File: src/rtl/dmx_scan_pkg.sv
package dmx_scan_pkg;

  typedef enum logic [1:0] {
    DISP_BLANK  = 2'b00,
    DISP_ALLON  = 2'b01,
    DISP_NORMAL = 2'b10,
    DISP_INVERT = 2'b11
  } disp_mode_e;

endpackage

File: src/rtl/dmx_scan_timer.sv
module dmx_scan_timer
  import dmx_scan_pkg::*;
#(
  parameter int BANK_ROWS = 8,
  parameter int BANKS     = 4,
  parameter int SLOT_W    = 8
) (
  input  logic                             clk,
  input  logic                             rst_n,
  input  logic [SLOT_W-1:0]                slot_len_i,
  input  logic [$clog2(BANKS)-1:0]         rate_i,
  input  disp_mode_e                       mode_i,
  input  logic [$clog2(BANKS)-1:0]         bank_i,
  output logic [$clog2(BANK_ROWS*BANKS)-1:0] row_o,
  output logic                             slot_zero_o,
  output logic [$clog2(BANKS)-1:0]         rate_o,
  output disp_mode_e                       mode_o,
  output logic [$clog2(BANKS)-1:0]         bank_o
);

  localparam int ROWS   = BANK_ROWS * BANKS;
  localparam int ROW_W  = $clog2(ROWS);
  localparam int BANK_W = $clog2(BANKS);
  localparam int OFF_W  = $clog2(BANK_ROWS);

  logic [SLOT_W-1:0] slot_q, slot_d;
  logic [ROW_W-1:0]  row_q, row_d;
  logic [BANK_W-1:0] rate_q, rate_d, bank_q, bank_d;
  disp_mode_e        mode_q, mode_d;
  logic [ROW_W-1:0]  last_row;
  logic              slot_end, wrap;

  // last row of the frame is rate*BANK_ROWS + BANK_ROWS-1
  assign last_row = {rate_q, {OFF_W{1'b1}}};
  assign slot_end = (slot_q >= slot_len_i);
  assign wrap     = slot_end && (row_q == last_row);

  always_comb begin
    slot_d = slot_q;
    row_d  = row_q;
    rate_d = rate_q;
    mode_d = mode_q;
    bank_d = bank_q;
    if (slot_end) begin
      slot_d = '0;
      if (wrap) begin
        row_d  = '0;
        rate_d = rate_i;
        mode_d = mode_i;
        bank_d = bank_i;
      end else begin
        row_d = row_q + 1'b1;
      end
    end else begin
      slot_d = slot_q + 1'b1;
    end
  end

  always_ff @(posedge clk or negedge rst_n) begin
    if (!rst_n) begin
      slot_q <= '0;
      row_q  <= '0;
      rate_q <= '0;
      mode_q <= DISP_BLANK;
      bank_q <= '0;
    end else begin
      slot_q <= slot_d;
      row_q  <= row_d;
      rate_q <= rate_d;
      mode_q <= mode_d;
      bank_q <= bank_d;
    end
  end

  assign row_o       = row_q;
  assign slot_zero_o = (slot_q == '0);
  assign rate_o      = rate_q;
  assign mode_o      = mode_q;
  assign bank_o      = bank_q;

  AST_ROW_IN_RANGE: assert property (@(posedge clk) disable iff (!rst_n)
    row_q <= last_row);

  AST_ROW_STEP: assert property (@(posedge clk) disable iff (!rst_n)
    (slot_end && !wrap) |=> (row_q == ROW_W'($past(row_q) + 1'b1)));

  AST_SETTINGS_HOLD: assert property (@(posedge clk) disable iff (!rst_n)
    !wrap |=> $stable({rate_q, mode_q, bank_q}));

endmodule

File: src/rtl/dmx_row_map.sv
module dmx_row_map #(
  parameter int BANK_ROWS = 8,
  parameter int BANKS     = 4
) (
  input  logic [$clog2(BANK_ROWS*BANKS)-1:0] row_i,
  input  logic [$clog2(BANKS)-1:0]           bank_i,
  output logic [$clog2(BANK_ROWS*BANKS)-1:0] addr_o
);

  localparam int ROW_W  = $clog2(BANK_ROWS * BANKS);
  localparam int BANK_W = $clog2(BANKS);
  localparam int OFF_W  = $clog2(BANK_ROWS);

  logic [BANK_W-1:0] bank_sum;

  // bank index wraps modulo BANKS through the truncated add
  assign bank_sum = bank_i + row_i[ROW_W-1:OFF_W];
  assign addr_o   = {bank_sum, row_i[OFF_W-1:0]};

endmodule

File: src/rtl/dmx_pixel_shaper.sv
module dmx_pixel_shaper
  import dmx_scan_pkg::*;
#(
  parameter int COLS      = 40,
  parameter int BANK_ROWS = 8,
  parameter int BANKS     = 4
) (
  input  logic [COLS-1:0]          data_i,
  input  disp_mode_e               mode_i,
  input  logic [$clog2(BANKS)-1:0] rate_i,
  output logic [COLS-1:0]          col_o
);

  localparam int BANK_W = $clog2(BANKS);
  localparam int GROUPS = COLS / BANK_ROWS;

  logic [COLS-1:0]   shaped;
  logic [GROUPS-1:0] grp_row;

  always_comb begin
    case (mode_i)
      DISP_BLANK:  shaped = '0;
      DISP_ALLON:  shaped = '1;
      DISP_NORMAL: shaped = data_i;
      default:     shaped = ~data_i;
    endcase
  end

  for (genvar g = 0; g < GROUPS; g++) begin : g_grp
    if (g < BANKS) begin : g_shared
      localparam logic [BANK_W-1:0] GIDX = BANK_W'(g);
      assign grp_row[g] = (GIDX <= rate_i);
    end else begin : g_fixed_col
      assign grp_row[g] = 1'b0;
    end
    assign col_o[g*BANK_ROWS +: BANK_ROWS] =
      grp_row[g] ? '0 : shaped[g*BANK_ROWS +: BANK_ROWS];
  end

endmodule

File: src/rtl/dmx_scan_seq.sv
module dmx_scan_seq
  import dmx_scan_pkg::*;
#(
  parameter int COLS      = 40,
  parameter int BANK_ROWS = 8,
  parameter int BANKS     = 4,
  parameter int SLOT_W    = 8
) (
  input  logic                               clk,
  input  logic                               rst_n,
  input  logic [$clog2(BANKS)-1:0]           mux_rate_i,
  input  logic [1:0]                         disp_mode_i,
  input  logic [$clog2(BANKS)-1:0]           start_bank_i,
  input  logic [SLOT_W-1:0]                  slot_len_i,
  output logic [$clog2(BANK_ROWS*BANKS)-1:0] ram_addr_o,
  input  logic [COLS-1:0]                    ram_data_i,
  output logic [BANK_ROWS*BANKS-1:0]         row_sel_o,
  output logic [COLS-1:0]                    col_data_o,
  output logic                               frame_o
);

  localparam int ROWS   = BANK_ROWS * BANKS;
  localparam int ROW_W  = $clog2(ROWS);
  localparam int BANK_W = $clog2(BANKS);

  logic              rst_meta, rst_sync;
  logic [ROW_W-1:0]  row;
  logic              slot_zero;
  logic [BANK_W-1:0] act_rate, act_bank;
  disp_mode_e        act_mode;
  logic [COLS-1:0]   col_shaped;

  logic [ROWS-1:0]   row_sel_q, row_sel_d;
  logic [COLS-1:0]   col_q, col_d;
  logic              frame_q, frame_d;

  always_ff @(posedge clk or negedge rst_n) begin
    if (!rst_n) begin
      rst_meta <= 1'b0;
      rst_sync <= 1'b0;
    end else begin
      rst_meta <= 1'b1;
      rst_sync <= rst_meta;
    end
  end

  dmx_scan_timer #(
    .BANK_ROWS(BANK_ROWS), .BANKS(BANKS), .SLOT_W(SLOT_W)
  ) timer_i (
    .clk        (clk),
    .rst_n      (rst_sync),
    .slot_len_i (slot_len_i),
    .rate_i     (mux_rate_i),
    .mode_i     (disp_mode_e'(disp_mode_i)),
    .bank_i     (start_bank_i),
    .row_o      (row),
    .slot_zero_o(slot_zero),
    .rate_o     (act_rate),
    .mode_o     (act_mode),
    .bank_o     (act_bank)
  );

  dmx_row_map #(
    .BANK_ROWS(BANK_ROWS), .BANKS(BANKS)
  ) map_i (
    .row_i (row),
    .bank_i(act_bank),
    .addr_o(ram_addr_o)
  );

  dmx_pixel_shaper #(
    .COLS(COLS), .BANK_ROWS(BANK_ROWS), .BANKS(BANKS)
  ) shaper_i (
    .data_i(ram_data_i),
    .mode_i(act_mode),
    .rate_i(act_rate),
    .col_o (col_shaped)
  );

  always_comb begin
    row_sel_d = ROWS'(1) << row;
    col_d     = col_shaped;
    frame_d   = (row == '0) && slot_zero;
  end

  always_ff @(posedge clk or negedge rst_sync) begin
    if (!rst_sync) begin
      row_sel_q <= '0;
      col_q     <= '0;
      frame_q   <= 1'b0;
    end else begin
      row_sel_q <= row_sel_d;
      col_q     <= col_d;
      frame_q   <= frame_d;
    end
  end

  assign row_sel_o  = row_sel_q;
  assign col_data_o = col_q;
  assign frame_o    = frame_q;

  AST_ROW_ONEHOT: assert property (@(posedge clk) disable iff (!rst_sync)
    $onehot0(row_sel_o));

  AST_FRAME_AT_ROW0: assert property (@(posedge clk) disable iff (!rst_sync)
    frame_o |-> row_sel_o[0]);

  AST_FRAME_SINGLE: assert property (@(posedge clk) disable iff (!rst_sync)
    frame_o |=> !frame_o);

  AST_LOW_GROUP_DARK: assert property (@(posedge clk) disable iff (!rst_sync)
    col_data_o[BANK_ROWS-1:0] == '0);

endmodule

File: config.mk
export PLATFORM = sky130hd
export DESIGN_NAME = dmx_scan_seq
export DESIGN_NICKNAME = d
export VERILOG_FILES = /design/src/rtl/dmx_scan_pkg.sv /design/src/rtl/dmx_scan_timer.sv /design/src/rtl/dmx_row_map.sv /design/src/rtl/dmx_pixel_shaper.sv /design/src/rtl/dmx_scan_seq.sv
export SDC_FILE = /design/constraint.sdc
export NUM_CORES = 1
export LEC_CHECK = 0
export ABC_AREA = 1
export BUFFER_PORTS_ARGS = -buffer_cell sky130_fd_sc_hd__buf_2
export CORE_MARGIN = 2
export CORE_UTILIZATION = 49
export DETAILED_ROUTE_END_ITERATION = 8
export PLACE_DENSITY = 0.8
export SLEW_MARGIN = 20
export SYNTH_ARGS = -nofsm -noshare
export SYNTH_HDL_FRONTEND = slang
export SYNTH_HIERARCHICAL = 1
export SYNTH_SLANG_ARGS = --single-unit
File: constraint.sdc
create_clock -name clk -period 6.7 [get_ports clk]
set_clock_uncertainty 0.05 [all_clocks]
set_input_delay 1.34 -clock clk [delete_from_list [all_inputs] [get_ports clk]]
set_output_delay 1.34 -clock clk [all_outputs]
set_load 0.02 [all_outputs]
==> flow_metrics.py, run 1 <==
metrics = {
    "placement": {
        "routabilityCongestion": 0.814,
        "io_buffers": 125,
        "placed_cells": 680,
        "place_ws_ns": 3.79,
        "hpwlAfterDp_um": 6060,
    },
    "worst_setup_path": {
        "reg2reg_to": "timer_i/mode_o[0]$_DFFE_PN0P_",
        "startpoint": "timer_i/row_o[4]$_DFFE_PN0P_",
        "required_ns": 5.31,
        "start_kind": "flop",
        "cp-endpoint": "ram_addr_o[4]",
        "r2r_slack_ns": 4.83,
        "r2r_cells": 8,
        "endpoint_kind": "output pin",
        "crit_type": "reg2out",
        "timing.rr.start": "timer_i/slot_q[5]$_DFF_PN0_",
        "cp.arrival_ns": 1.72,
        "cp_max_fo": 21,
    },
    "cts": {
        "root_buffer": "clkbuf_8",
        "cts_setup_buffers": 0,
        "clkTransAtPathRegs_ns": 0.09,
        "clock_latency_ns": 0.35,
        "cts_tree": "done",
        "numCtsBuffers": 9,
        "clockBufferDepth": 2,
        "post_cts_resized": 0,
        "cts_sinks": 94,
        "htree_levels": 3,
        "postCtsHoldBufs": 0,
    },
    "synth": {
        "ys_warn_count": 6,
        "synth_edf_count": 0,
        "synthTopCellsByArea": "dfrtp_1, nand2_1, nor2_1",
        "yosys_most_used_dff": "dfrtp_1",
        "syn_avg_cell_area_um2": 8.89,
        "synth_top_area_share_pct": 56.0,
        "syn_inst": 472,
        "synth_common_cells": "nand2_1, dfrtp_1, nor2_1",
        "ys_async_sr_fraction_pct": 100,
        "syn_area_um2": 4200,
        "synth_top_cell_by_area": "dfrtp_1",
        "synth_cell_types": 28,
        "synth.most_common_cell": "nand2_1",
        "ys_ff_latch": 94,
        "yosysSeqAreaShare_pct": 56.0,
    },
    "die": {
        "start_util_pct": 50.8,
        "die_w_um": 96.6,
        "die_h_um": 96.6,
        "rows": 33,
        "core_um2": 8260,
        "die_area_um2": 9320,
        "ioPinCount": 134,
    },
    "power": {
        "p_per_area_nw_per_um2": 313,
        "p_leak_nw": 2.88,
        "ir_drop_mv": 0.155,
        "clockPowerShare_pct": 23.0,
        "intPower_uw": 952,
        "power_frac_seq_pct": 47.1,
        "power_mw": 1.57,
        "swShare_pct": 39.2,
        "power.share.combinational_pct": 29.9,
        "power.switching_uw": 614,
    },
    "drt": {
        "wl_per_cell_um": 12.2,
        "ant_nets": 0,
        "drt_drc_violations_left": 0,
        "dr.pass1.iters": 4,
        "viasPerCell": 4.79,
        "wirelength_um": 8510,
        "vias": 3342,
        "drt-initial-drc-count": 178,
    },
    "timing": {
        "worst_pin_slew_ns": 0.815,
        "slew_violations": 0,
        "rsz0062_at_grt": "false",
        "timing.final.ws_setup_ns": 3.59,
        "holdWs_ns": 0.236,
        "setup-violations-final": 0,
        "finalHoldViolCount": 0,
        "fmax_mhz": 322,
        "tns_ns": 0,
        "finalCritPeriodShare_pct": 46.4,
        "maxSlewHeadroom_pct": 45.6,
        "finalCriticalPeriod_ns": 3.11,
    },
    "worst_hold_path": {
        "hp-class": "reg2async",
    },
    "global_routing": {
        "grt_pass1_wl_um": 13600,
        "overflow": 0,
        "grt_pass1_vias": 3174,
        "antenna_found_initial": 0,
        "grt_max_degree": 93,
        "grt_usage_pct": 19.0,
    },
    "final_layout": {
        "fin_cells": 697,
        "antenna_cells": 0,
        "nNetsFinal": 655,
        "area_growth_pct": 19.2,
        "drive_above_1_share_pct": 27.5,
    },
    "run_status": {
        "status": "completed",
    },
    "run": {
        "drv_cap": 0,
    },
}
-- cell families after synthesis --
kind of cell	share of synthesized area [%]
simple gates	28.0
flops	56.0
buf+inv	9.36
compound gates	1.85
fa+ha+maj	3.58
xor+xnor	1.04
other cells	0.179
-- cell type report --
class                   instances  area, µm²
well taps                     105        131
clock buffers                   9        124
clock inverters                 7       65.1
repair buffers                127        661
flip-flops and latches         94       2360
fillers                       751       3250
inverters                      50        188
multi-input cells             305       1480
-- layer usage --
layer	track usage, %	wire [µm]	vias up
met4	8.33	154	0
met1	23.1	3640	1554
met3	3.49	430	14
met5	0	0	-
met2	32.9	4290	100
li1	-	-	1674
-- state kept, by name, summed over array words and instances, names as in the netlist --
name	count
timer_i/bank_o	2
frame_o	1
rst_meta	1
timer_i/rate_o	2
timer_i/slot_q	8
col_data_o	40
rst_sync	1
timer_i/row_o	5
row_sel_o	32
timer_i/mode_o	2
-- cells in the final DEF, fill, tap and decap left out, types with 2 or more instances in the layout --
master,n
clkinv_4,2
inv_8,2
nand2_2,2
nor3_1,6
a21oi_1,11
nor4_1,2
inv_2,6
inv_6,2
dfrtp_1,93
nor3_2,4
nand3b_1,2
nor2_4,2
o21ai_1,3
nand2_1,103
ha_1,12
clkbuf_8,9
buf_2,125
nor2_1,82
inv_1,43
conb_1,9
nand3_1,49
xor2_1,4
nand4_1,6
nor2_2,3
-- power groups by stage --
stage / clock, mW / combinational [mW] / sequential (mW)
6_report: 0.360 / 0.468 / 0.737
4_1_cts: 0.372 / 0.465 / 0.744
2_1_floorplan: 0 / 0.325 / 0.777
3_3_place_gp: 0 / 0.445 / 0.749
5_1_grt: 0.394 / 0.526 / 0.750
3_5_place_dp: 0 / 0.463 / 0.756
-- worst min path at each step --
stage / from / endpoint / slack [ns] / cells past startpoint
floorplan: rst_meta$_DFF_PN0_ / rst_sync$_DFF_PN0_ / 0.28 / 0
global placement: rst_meta$_DFF_PN0_ / rst_sync$_DFF_PN0_ / 0.29 / 0
detailed placement: rst_meta$_DFF_PN0_ / rst_sync$_DFF_PN0_ / 0.29 / 0
CTS: rst_meta$_DFF_PN0_ / rst_sync$_DFF_PN0_ / 0.32 / 0
global route: rst_sync$_DFF_PN0_ / col_data_o[22]$_DFF_PN0_ / 0.29 / 0
finish: rst_sync$_DFF_PN0_ / col_data_o[21]$_DFF_PN0_ / 0.24 / 0
-- metrics by stage --
| step | utilization (%) | area (µm²) |
|---|---|---|
| finish | 60.6 | 5000 |
| global route | 60.6 | 5000 |
| CTS | 60.3 | 4980 |
| detailed placement | 58.0 | 4790 |
| global placement | 58.0 | 4790 |
| floorplan | - | 4220 |
-- critical path, stage by stage (launching register included) --
cell and delay (ns):
dfrtp_1 0.86, nand2_1 0.15, nand2_1 0.10, nand2_1 0.05
nand2_1 0.05, buf_2 0.16
(Power assumes the default switching activity.)
==> run 2, diff against run 1 <==
==> constraint.sdc (replaced) <==
create_clock -name clk -period 3.1 [get_ports clk]
set_clock_uncertainty 0.05 [all_clocks]
set_input_delay 0.62 -clock clk [delete_from_list [all_inputs] [get_ports clk]]
set_output_delay 0.62 -clock clk [all_outputs]
set_load 0.02 [all_outputs]
==> flow_metrics.py, run 2 (same netlist as run 1, synthesis figures left out) <==
metrics = {
    "worst_setup_path": {
        "cp_max_fo": 15,
        "start_kind": "flop",
        "path_buf_inv": 1,
        "endpoint_kind": "output pin",
        "path_depth": 4,
        "slowest_stage": "dfrtp_1",
        "cp.arrival_ns": 1.69,
        "r2r_cells": 7,
        "r2r_slack_ns": 1.22,
        "crit_type": "reg2out",
        "max_stage_delay_ns": 0.75,
        "reg2reg_to": "timer_i/mode_o[1]$_DFFE_PN0P_",
        "cp-endpoint": "ram_addr_o[4]",
        "timing.rr.start": "timer_i/slot_q[7]$_DFF_PN0_",
        "path_delay_family": "flip-flops",
        "startpoint": "timer_i/row_o[3]$_DFFE_PN0P_",
        "cp_cell_sequence": "ha_1 -> nand3_1 -> nand2_1 -> buf_2",
        "required_ns": 2.43,
    },
    "global_routing": {
        "grt_max_degree": 93,
        "antenna_found_initial": 0,
        "overflow": 0,
        "grt_usage_pct": 18.9,
        "grt_pass1_vias": 3067,
        "grt_pass1_wl_um": 13700,
    },
    "die": {
        "die_area_um2": 9320,
        "core_um2": 8260,
        "die_h_um": 96.6,
        "ioPinCount": 134,
        "rows": 33,
        "die_w_um": 96.6,
        "start_util_pct": 50.8,
    },
    "drt": {
        "dr.pass1.iters": 4,
        "ant_nets": 0,
        "vias": 3326,
        "drt_drc_violations_left": 0,
        "drt-initial-drc-count": 114,
        "viasPerCell": 4.75,
        "wl_per_cell_um": 12.4,
        "wirelength_um": 8680,
    },
    "final_layout": {
        "nFillCells": 740,
        "largest_reg_flops": 40,
        "final_util_pct": 60.8,
        "antenna_cells": 0,
        "layout_common_cells": "buf_2, nand2_1, dfrtp_1, nor2_1, nand3_1",
        "drive_above_1_share_pct": 27.7,
        "nNetsFinal": 658,
        "finalInstanceArea_um2": 5020,
        "fin_cells": 700,
        "area_growth_pct": 19.7,
        "layout_commonest_cell": "buf_2",
    },
    "worst_hold_path": {
        "hp-class": "reg2async",
    },
    "placement": {
        "placed_area_um2": 4800,
        "placed_cells": 682,
        "routabilityCongestion": 0.815,
        "io_buffers": 125,
        "hpwlAfterDp_um": 6160,
    },
    "cts": {
        "cts_sinks": 94,
        "clock_latency_ns": 0.34,
        "root_buffer": "clkbuf_8",
        "htree_levels": 3,
        "clockBufferDepth": 2,
        "clkTransAtPathRegs_ns": 0.10,
        "cts_tree": "done",
        "numCtsBuffers": 9,
    },
    "timing": {
        "fmax_mhz": 424,
        "slew_violations": 0,
        "tns_ns": 0,
        "finalHoldViolCount": 0,
        "finalCritPeriodShare_pct": 76.2,
        "rsz0062_at_grt": "false",
        "maxSlewHeadroom_pct": 58.5,
        "finalCriticalPeriod_ns": 2.36,
        "setup-violations-final": 0,
        "worst_pin_slew_ns": 0.621,
    },
    "power": {
        "p_per_area_nw_per_um2": 672,
        "ir_drop_mv": 0.348,
        "p_leak_nw": 2.89,
    },
    "run_status": {
        "status": "completed",
    },
    "run": {
        "drv_cap": 0,
    },
}
-- run 2: cell types whose count changed in the layout (fill, tap and decap cells not counted) --
| cell | previous run | this run |
|---|---|---|
| buf_4 | 1 | 3 |
| inv_6 | 2 | 5 |
| inv_8 | 2 | 0 |
| dlygate4sd3_1 | 0 | 1 |
| clkinv_4 | 2 | 1 |
-- run 2: layer usage --
| metal | part of all wire [%] | wire [µm] | track usage [%] |
|---|---|---|---|
| met5 | 0 | 0 | 0 |
| met2 | 50 | 4380 | 32.5 |
| met3 | 5.3 | 464 | 4.34 |
| met4 | 0.91 | 79 | 6.10 |
| met1 | 43 | 3760 | 23.7 |
-- run 2: metrics by stage --
stage	setup slack [ns]	total power [mW]	hold slack (ns)
2_1_floorplan	0.238	2.38	0.274
3_3_place_gp	0.975	2.58	0.289
3_5_place_dp	0.929	2.64	0.291
4_1_cts	0.741	3.41	0.313
6_report	0.739	3.38	0.228
5_1_grt	0.639	3.62	0.276
-- run 2: final cells by class --
class,count,area (µm²),area share [%]
inverters,50,188,3.74
flip-flops and latches,94,2360,46.9
clock inverters,7,60.1,1.20
multi-input cells,305,1480,29.4
clock buffers,9,124,2.47
repair buffers,130,686,13.6
well taps,105,131,2.62
-- run 2: what timing repair did --
| action | in CTS | in global routing |
|---|---|---|
| resized for setup | 0 | 0 |
| setup buffers | 0 | 0 |
| hold buffers | 1 | 0 |
| endpoints found under the hold margin | 2 | 0 |
| setup endpoints to repair | 0 | 0 |
-- run 2: worst register-to-register path: stages (launching register included) --
cell     delay (ns)
dfrtp_1        0.43
ha_1           0.30
a21o_1         0.19
nor2_2         0.21
nand3_4        0.29
nand2_2        0.21
nand2_1        0.07
nand2_1        0.07
-- run 2: power by group --
group / switching (mW) / leakage (nW) / internal, mW
Clock: 0.451 / 0.0916 / 0.308
Sequential: 0.179 / 1.22 / 1.40
Combinational: 0.689 / 1.58 / 0.352
-- run 2: worst min path at each step --
| stage | endpoint |
|---|---|
| detailed placement | rst_sync$_DFF_PN0_ |
| global route | col_data_o[17]$_DFF_PN0_ |
| CTS | rst_sync$_DFF_PN0_ |
| global placement | rst_sync$_DFF_PN0_ |
| floorplan | rst_meta$_DFF_PN0_ |
| finish | col_data_o[34]$_DFF_PN0_ |
==> run 3, diff against run 2 <==
==> constraint.sdc (replaced) <==
create_clock -name clk -period 2.25 [get_ports clk]
set_clock_uncertainty 0.05 [all_clocks]
set_input_delay 0.45 -clock clk [delete_from_list [all_inputs] [get_ports clk]]
set_output_delay 0.45 -clock clk [all_outputs]
set_load 0.02 [all_outputs]
==> flow_metrics.py, run 3 (same netlist as run 1, synthesis figures left out) <==
metrics = {
    "die": {
        "core_um2": 8260,
        "ioPinCount": 134,
        "die_area_um2": 9320,
        "start_util_pct": 50.8,
        "die_h_um": 96.6,
        "die_w_um": 96.6,
        "rows": 33,
    },
    "timing": {
        "tns_ns": 0,
        "finalCriticalPeriod_ns": 1.89,
        "setup-violations-final": 0,
        "maxSlewHeadroom_pct": 59.6,
        "slew_violations": 0,
        "fmax_mhz": 530,
        "rsz0062_at_grt": "false",
        "finalHoldViolCount": 0,
        "finalCritPeriodShare_pct": 83.9,
        "worst_pin_slew_ns": 0.605,
    },
    "final_layout": {
        "nFillCells": 754,
        "layout_common_cells": "buf_2, nand2_1, dfrtp_1, nor2_1, nand3_1",
        "drive_above_1_share_pct": 28.0,
        "largest_reg_flops": 40,
        "area_growth_pct": 20.0,
        "layout_commonest_cell": "buf_2",
        "antenna_cells": 0,
        "nNetsFinal": 660,
    },
    "power": {
        "ir_drop_mv": 0.421,
        "p_leak_nw": 2.90,
        "power_mw": 4.69,
        "p_per_area_nw_per_um2": 932,
    },
    "worst_setup_path": {
        "crit_type": "reg2reg",
        "start_kind": "flop",
        "cp_max_fo": 23,
        "endpoint_kind": "flop",
        "required_ns": 2.49,
        "cp.arrival_ns": 2.13,
    },
    "run": {
        "drv_cap": 0,
    },
    "global_routing": {
        "grt_pass1_vias": 3218,
        "grt_pass1_wl_um": 14100,
        "antenna_found_initial": 0,
        "overflow": 0,
        "grt_max_degree": 57,
        "grt_usage_pct": 19.5,
    },
    "cts": {
        "clockBufferDepth": 2,
        "post_cts_resized": 0,
        "clkTransAtPathRegs_ns": 0.10,
        "cts_sinks": 94,
        "numCtsBuffers": 9,
        "cts_tree": "done",
        "root_buffer": "clkbuf_8",
        "clock_latency_ns": 0.36,
        "htree_levels": 3,
    },
    "drt": {
        "dr.pass1.iters": 4,
        "drt_drc_violations_left": 0,
        "drt-initial-drc-count": 126,
        "viasPerCell": 4.86,
        "ant_nets": 0,
        "wirelength_um": 8840,
        "vias": 3410,
        "wl_per_cell_um": 12.6,
    },
    "worst_hold_path": {
        "hp-class": "reg2async",
    },
    "placement": {
        "routabilityCongestion": 0.783,
        "io_buffers": 125,
        "hpwlAfterDp_um": 6350,
    },
    "run_status": {
        "status": "completed",
    },
}
-- run 3: through the flow --
stage	area, µm²	hold WS, ns	std cells	setup slack (ns)	util (%)
finish	5040	0.243	702	0.362	61.0
global route	5040	0.266	702	0.210	61.0
CTS	5040	0.252	702	0.347	61.0
detailed placement	4840	0.189	685	0.225	58.6
global placement	4840	0.185	685	0.301	58.6
floorplan	4230	0.104	479	0.592	-
-- run 3: what timing repair did --
action	in CTS	in global routing
hold buffers	1	0
endpoints found under the hold margin	2	0
setup buffers	0	0
-- run 3: path summary, 6_finish.rpt --
kind                       slack (ns)                        start  cells past startpoint                       endpoint
min in group clk                 0.27              start_bank_i[1]                      3  timer_i/bank_o[1]$_DFFE_PN0P_
hold / removal                   0.24           rst_sync$_DFF_PN0_                      0        col_data_o[7]$_DFF_PN0_
setup / recovery                 0.36  timer_i/slot_q[7]$_DFF_PN0_                      7  timer_i/mode_o[0]$_DFFE_PN0P_
hold reg to reg                  0.24           rst_sync$_DFF_PN0_                      0        col_data_o[7]$_DFF_PN0_
setup reg to reg                 0.36  timer_i/slot_q[7]$_DFF_PN0_                      7  timer_i/mode_o[0]$_DFFE_PN0P_
max in group asynchronous        1.24           rst_sync$_DFF_PN0_                      1         row_sel_o[5]$_DFF_PN0_
-- run 3: layout make-up --
type | count | area, µm² | share of cell area [%]
Sequential cell | 94 | 2360 | 46.8
Timing Repair Buffer | 132 | 693 | 13.8
Clock inverter | 7 | 65.1 | 1.29
Multi-Input combinational cell | 305 | 1480 | 29.4
Tap cell | 105 | 131 | 2.61
Clock buffer | 9 | 124 | 2.46
Inverter | 50 | 188 | 3.73
-- run 3: power by group --
part / leakage [nW] / total (mW) / switching, mW / internal, mW
clock: 0.0943 / 1.07 / 0.637 / 0.429
combinational: 1.59 / 1.52 / 1.01 / 0.505
sequential: 1.22 / 2.11 / 0.183 / 1.93
-- run 3: worst max-delay path, cell delays in order, from the launching register on --
cell and delay (ns):
dfrtp_1 0.43, ha_1 0.31, a21o_1 0.19, nor2_2 0.21
nand3_4 0.29, nand2_2 0.21, nand2_1 0.07, nand2_1 0.06
-- run 3: per-layer routing --
metal | track usage [%] | routed length [µm] | vias to the layer above
met5 | 0 | 0 | -
met4 | 7.39 | 114 | 0
met3 | 3.65 | 419 | 7
met2 | 34.1 | 4660 | 90
met1 | 24.1 | 3640 | 1624
li1 | - | - | 1689
